### config.mk
export PLATFORM = sky130hd
export DESIGN_NAME = vend_change_top
export DESIGN_NICKNAME = d
export VERILOG_FILES = /design/src/rtl/vend_pkg.sv /design/src/rtl/vend_ctrl.sv /design/src/rtl/vend_dp.sv /design/src/rtl/vend_change_top.sv
export SDC_FILE = /design/constraint.sdc
export NUM_CORES = 1
export LEC_CHECK = 0
export ABC_AREA = 0
export BUFFER_PORTS_ARGS = -buffer_cell sky130_fd_sc_hd__buf_2
export CAP_MARGIN = 5
export CORE_AREA = 5 5 42 44
export DETAILED_ROUTE_END_ITERATION = 10
export DIE_AREA = 0 0 47 49
export SLEW_MARGIN = 20
export SYNTH_ARGS = -nofsm -noshare
export SYNTH_HDL_FRONTEND = slang
export SYNTH_SLANG_ARGS = --single-unit
### constraint.sdc
create_clock -name clk -period 7.4 [get_ports clk]
set_input_delay 1.11 -clock clk [delete_from_list [all_inputs] [get_ports clk]]
set_output_delay 1.11 -clock clk [all_outputs]
set_load 0.005 [all_outputs]
### src/rtl/vend_pkg.sv
package vend_pkg;
  localparam int CENT_W    = 6;
  localparam int PRICE_C   = 30;
  localparam int DIME_C    = 10;
  localparam int QUARTER_C = 25;
  localparam int CHG_HI_C  = 20;
  localparam int CHG_LO_C  = 5;

  typedef enum logic [1:0] {
    COIN_NONE    = 2'b00,
    COIN_DIME    = 2'b01,
    COIN_QUARTER = 2'b10,
    COIN_BAD     = 2'b11
  } coin_e;

  typedef enum logic [1:0] {
    ST_IDLE    = 2'b00,
    ST_TEN     = 2'b01,
    ST_TWENTY  = 2'b10,
    ST_QUARTER = 2'b11
  } vstate_e;

  typedef struct packed {
    logic              coinAccept;
    logic [CENT_W-1:0] heldCents;
  } ctrlStrobe_t;
endpackage

### src/rtl/vend_ctrl.sv
module vend_ctrl
  import vend_pkg::*;
(
  input  logic              clk,
  input  logic              rst,
  input  coin_e             coinIn,
  input  logic              vendNow,
  input  logic [CENT_W-1:0] totalCents,
  output ctrlStrobe_t       strobe
);
  vstate_e stateQ, stateD;
  logic    accept;

  // legality of the coin against the held credit
  always_comb begin
    accept = 1'b0;
    if (!rst) begin
      unique case (coinIn)
        COIN_DIME:    accept = 1'b1;
        COIN_QUARTER: accept = (stateQ != ST_TWENTY);
        default:      accept = 1'b0;
      endcase
    end
  end

  always_comb begin
    strobe.coinAccept = accept;
    unique case (stateQ)
      ST_TEN:     strobe.heldCents = CENT_W'(DIME_C);
      ST_TWENTY:  strobe.heldCents = CENT_W'(2 * DIME_C);
      ST_QUARTER: strobe.heldCents = CENT_W'(QUARTER_C);
      default:    strobe.heldCents = '0;
    endcase
  end

  always_comb begin
    stateD = stateQ;
    if (accept) begin
      if (vendNow) begin
        stateD = ST_IDLE;
      end else begin
        if (totalCents == CENT_W'(DIME_C))            stateD = ST_TEN;
        else if (totalCents == CENT_W'(2 * DIME_C))   stateD = ST_TWENTY;
        else if (totalCents == CENT_W'(QUARTER_C))    stateD = ST_QUARTER;
        else                                          stateD = ST_IDLE;
      end
    end
  end

  always_ff @(posedge clk) begin
    if (rst) stateQ <= ST_IDLE;
    else     stateQ <= stateD;
  end

  p_reset_idle_r1: assert property (@(posedge clk)
    $past(rst) |-> stateQ == ST_IDLE);
  p_hold_none_r2: assert property (@(posedge clk) disable iff (rst)
    coinIn == COIN_NONE |=> $stable(stateQ));
  p_idle_after_vend_r8: assert property (@(posedge clk) disable iff (rst)
    vendNow |=> stateQ == ST_IDLE);
  p_hold_bad_r9: assert property (@(posedge clk) disable iff (rst)
    coinIn == COIN_BAD |=> $stable(stateQ));
  p_twenty_quarter_r10: assert property (@(posedge clk) disable iff (rst)
    (stateQ == ST_TWENTY && coinIn == COIN_QUARTER) |=> stateQ == ST_TWENTY);
endmodule

### src/rtl/vend_dp.sv
module vend_dp
  import vend_pkg::*;
(
  input  logic              clk,
  input  logic              rst,
  input  coin_e             coinIn,
  input  ctrlStrobe_t       strobe,
  output logic              vendNow,
  output logic [CENT_W-1:0] totalCents,
  output logic              z1,
  output logic              z2,
  output logic              z3
);
  logic [CENT_W-1:0] coinCents;
  logic [CENT_W-1:0] changeCents;

  always_comb begin
    unique case (coinIn)
      COIN_DIME:    coinCents = CENT_W'(DIME_C);
      COIN_QUARTER: coinCents = CENT_W'(QUARTER_C);
      default:      coinCents = '0;
    endcase
  end

  assign totalCents  = strobe.heldCents + coinCents;
  assign vendNow     = strobe.coinAccept && (totalCents >= CENT_W'(PRICE_C));
  assign changeCents = totalCents - CENT_W'(PRICE_C);

  assign z1 = vendNow;
  assign z2 = vendNow && (changeCents == CENT_W'(CHG_HI_C));
  assign z3 = vendNow && (changeCents == CENT_W'(CHG_LO_C));

  p_none_quiet_r2: assert property (@(posedge clk) disable iff (rst)
    coinIn == COIN_NONE |-> !z1 && !z2 && !z3);
  p_bad_quiet_r9: assert property (@(posedge clk) disable iff (rst)
    coinIn == COIN_BAD |-> !z1 && !z2 && !z3);
  p_change_flags_r11: assert property (@(posedge clk) disable iff (rst)
    (z2 || z3) |-> (z1 && !(z2 && z3)));
endmodule

### src/rtl/vend_change_top.sv
module vend_change_top
  import vend_pkg::*;
(
  input  logic       clk,
  input  logic       rst,
  input  logic [1:0] coinCode,
  output logic       dispense,
  output logic       change20,
  output logic       change5
);
  coin_e             coinIn;
  ctrlStrobe_t       strobe;
  logic              vendNow;
  logic [CENT_W-1:0] totalCents;

  assign coinIn = coin_e'(coinCode);

  vend_ctrl ctrl_i (
    .clk        (clk),
    .rst        (rst),
    .coinIn     (coinIn),
    .vendNow    (vendNow),
    .totalCents (totalCents),
    .strobe     (strobe)
  );

  vend_dp dp_i (
    .clk        (clk),
    .rst        (rst),
    .coinIn     (coinIn),
    .strobe     (strobe),
    .vendNow    (vendNow),
    .totalCents (totalCents),
    .z1         (dispense),
    .z2         (change20),
    .z3         (change5)
  );

  p_reset_quiet_r1: assert property (@(posedge clk)
    rst |-> !dispense && !change20 && !change5);
endmodule

==> parameters.txt <==
Parameter                              Value

Clocking
  Clock sink count ... 2
  CTS tree ... done
  Source-to-sink clock delay at the later pin of the worst-skew pair ... between 0.2 and 0.25 ns
  Clock root cell ... sky130_fd_sc_hd__clkbuf_4
  Clk buf depth ... 2
  Clk slew on worst S/H paths ... around 0.03 ns
  Number of levels the H-tree was split into ... 1
  Resized Gates After CTS ... 0
  CTS Buf Count ... 3
  Post-CTS setup-driven buffer insertion count ... 0
  Post-CTS Hold Fix Bufs ... 0

Place
  Post-detailed-placement half-perimeter wirelength ... between 1000 and 1500 µm
  Weighted congestion at the end of routability-driven global placement ... 0.745
  Port Buffers ... 6
  Instance count after placement with tap cells included ... 91

Logic synthesis
  Area fraction of the dominant cell type after synthesis ... 15.1%
  Largest cells by area after synthesis ... sky130_fd_sc_hd__ha_1 15%, sky130_fd_sc_hd__dfxtp_1 6.9%, sky130_fd_sc_hd__inv_1 5.8%
  Count of warnings emitted by yosys ... 0
  Count of different cell masters after synthesis ... 42
  Fraction of registers with async set or reset after synthesis ... 0%
  Synth area leader ... sky130_fd_sc_hd__ha_1
  Cell area after synthesis ... 582 µm²
  Part of the Yosys area used for sequential elements ... approximately 6.9%
  Number of synthesized register bits ... 2
  Primary flip-flop cell chosen by synthesis mapping ... sky130_fd_sc_hd__dfxtp_1
  Synthesized instance count ... 72
  Post-synthesis area per instance ... between 8 and 9 µm²
  Syn_nets ... 84
  Number of enable-type register cells in the synthesized netlist ... 0

Finish
  Flip-flop count of the largest register after layout ... 2
  Registers with the most flip-flops ... ctrl_i.stateQ (2)
  Most frequent standard cell in the layout excluding fill and tap cells ... sky130_fd_sc_hd__inv_1
  Fraction of final layout cells with drive strength greater than 1 ... 21.8%
  Leading cell types in the layout, fill and taps excluded ... 9 x sky130_fd_sc_hd__inv_1, 7 x sky130_fd_sc_hd__ha_1, 6 x sky130_fd_sc_hd__buf_2
  Most flops, register ... ctrl_i.stateQ
  Area Growth Syn to Fin ... 9.25%
  Diodes inserted ... 0
  Number of nets in the layout ... 92
  Number of standard cells in the layout, taps in and fillers out ... 94

Setup path
  Worst-path maximum fanout ... 4
  Crit start category ... input pin
  Type of the worst setup path ... in2out
  Critical Path End Type ... primary output
  CP top delay family ... adder cells
  Logic depth of the worst setup path including buffers ... 13
  Worst setup slack for register-to-register paths ... 4.73 ns
  Count of cells along the worst register-to-register path ... 9
  Beginning of the worst register-to-register path ... ctrl_i.stateQ[0]
  Start point of the critical path ... coinCode[0]
  Required time of the critical path ... 6.29 ns
  Number of buffer and inverter stages on the critical path ... 5
  Endpoint of the most critical setup path ... change5
  Highest-delay cell along the critical path ... sky130_fd_sc_hd__fa_1
  Slowest cell delay on critical path ... 0.47 ns
  Worst EP arrival ... about 3.7 ns
  Cell-by-cell listing of the critical path ... buf_2, inv_1, ha_1, ha_1, inv_1, fa_1, xnor2_2, inv_1, ha_1, nor3_1, o2111ai_1, nor4b_2, buf_2
  Reg-to-Reg End ... ctrl_i.stateQ[0]

Status
  Result of the run ... finished clean

Global routing
  All-Layer GR Usage ... 13.3%
  Number of global-route vias before repair ... 553
  Initial antenna violation count ... 0
  Wire length of the first global-routing pass ... 2260 µm
  Overflow left after global routing ... 0
  Largest net degree at the start of global routing ... 9

STA
  Clock period minus worst slack ... around 4.8 ns
  Achievable Freq ... 208 MHz
  Period utilisation layout ... 64.8%
  Setup tns final ... 0 ns
  Final setup violation count ... 0
  Setup repair after global routing missed its margin ... false
  Actual transition at the worst max-transition pin ... 0.490 ns
  Worst slew margin relative to its limit ... between 60% and 70%
  Worst Skew ... 0.00320 ns
  Hold Fails Final Rpt ... 0
  Max Slew Vio Count ... 0

Floorplan
  Horiz. Die Dim ... 47 µm
  Die outline area ... around 0.0023 mm²
  Starting density of the core ... 41.5%
  Number of rows created at floorplan ... 14
  Core region area ... about 0.0014 mm²
  Vert. Die Dim ... about 49 µm
  Top-level I/O count ... 7

Worst hold path
  Tightest Hold Check Type ... reg2reg

Route
  Detailed Route WL ... 1250 µm
  Total via count after detailed routing ... 536
  Number of DRC markers in iteration 0 ... 5
  ANT nets after route ... 0
  DR pass1 iterations ... 3
  DRC errors left ... 0
  WL per Instance ... 13.3 µm
  Via density per instance ... 5.70

Power
  Largest voltage drop on the vdd net ... 0.0000630 V
  Power density over the cells ... about 85 mW/mm²
  Leak pwr ... roughly 0.27 nW

Run
  Number of max-capacitance violations reported ... 0
worst reg2reg max path, delay by kind of cell, from the launching register on:
| family | cells | cell delay (ns) |
|---|---|---|
| AOI/OAI and AO/OA | 3 | 0.69 |
| DFF | 1 | 0.44 |
| and+or+nand+nor | 3 | 0.78 |
| adders and majority gates | 2 | 0.63 |
| buffers and inverters | 1 | 0.05 |
cell type report:
type	instances	area [µm²]
clock buffers	3	22.5
inverters	9	33.8
fillers	152	766
flip-flops and latches	2	40.0
repair buffers	6	30.0
well taps	16	20.0
multi-input cells	58	489
cell usage after synthesis, types with 2 or more instances:
| cell | instances |
|---|---|
| sky130_fd_sc_hd__inv_1 | 9 |
| sky130_fd_sc_hd__ha_1 | 7 |
| sky130_fd_sc_hd__o21ai_0 | 4 |
| sky130_fd_sc_hd__a21oi_1 | 3 |
| sky130_fd_sc_hd__nor3_1 | 3 |
| sky130_fd_sc_hd__clkbuf_1 | 2 |
| sky130_fd_sc_hd__dfxtp_1 | 2 |
| sky130_fd_sc_hd__nand2b_1 | 2 |
| sky130_fd_sc_hd__nor2_1 | 2 |
| sky130_fd_sc_hd__nor2b_1 | 2 |
| sky130_fd_sc_hd__o2111ai_1 | 2 |
| sky130_fd_sc_hd__o211ai_1 | 2 |
| sky130_fd_sc_hd__o21bai_1 | 2 |
| sky130_fd_sc_hd__or3_1 | 2 |
cells by family (layout without fill, tap and decap cells):
kind of cell               count (synthesis)  in the layout  share of synthesized area [%]
and+or+nand+nor                           23             23                           27.7
DFF                                        2              2                           6.88
adders and majority gates                  8              8                           18.5
buffers and inverters                     12             18                           9.03
muxes                                      1              1                           1.72
xor gates and xnor gates                   2              2                           4.30
AOI/OAI and AO/OA                         24             24                           31.8
metal layers:
layer,vias to the layer above,GRT usage (%),part of all wire (%)
met3,0,2.21,1.4
li1,285,-,-
met2,4,21.5,51
met4,0,7.37,0
met5,-,0,0
met1,247,15.8,48
stage by stage:
| step | util [%] | cell area [µm²] | total power, mW | hold WS (ns) | setup WS, ns |
|---|---|---|---|---|---|
| 3_5_place_dp | 43.8 | 613 | 0.0306 | 0.557 | 2.59 |
| 4_1_cts | 45.4 | 636 | 0.0553 | 0.560 | 2.58 |
| 3_3_place_gp | 43.8 | 613 | 0.0305 | 0.544 | 2.65 |
| 5_1_grt | 45.4 | 636 | 0.0602 | 0.620 | 2.35 |
| 2_1_floorplan | - | 582 | 0.0262 | 0.498 | 3.10 |
| 6_report | 45.4 | 636 | 0.0541 | 0.563 | 2.60 |
worst min-delay path by stage:
stage,from,to,cells past startpoint
after floorplan,ctrl_i.stateQ[1],ctrl_i.stateQ[1],2
after global placement,ctrl_i.stateQ[1],ctrl_i.stateQ[1],2
after detailed placement,ctrl_i.stateQ[1],ctrl_i.stateQ[1],2
after CTS,ctrl_i.stateQ[1],ctrl_i.stateQ[1],2
after global routing,ctrl_i.stateQ[1],ctrl_i.stateQ[1],2
final,ctrl_i.stateQ[1],ctrl_i.stateQ[1],2
where the power goes:
group	internal (mW)	total (mW)	switching, mW
logic	0.00805	0.0192	0.0112
registers	0.0110	0.0113	0.000284
clock network	0.0178	0.0236	0.00577
total	0.0369	0.0541	0.0172
(Power assumes the default switching activity.)
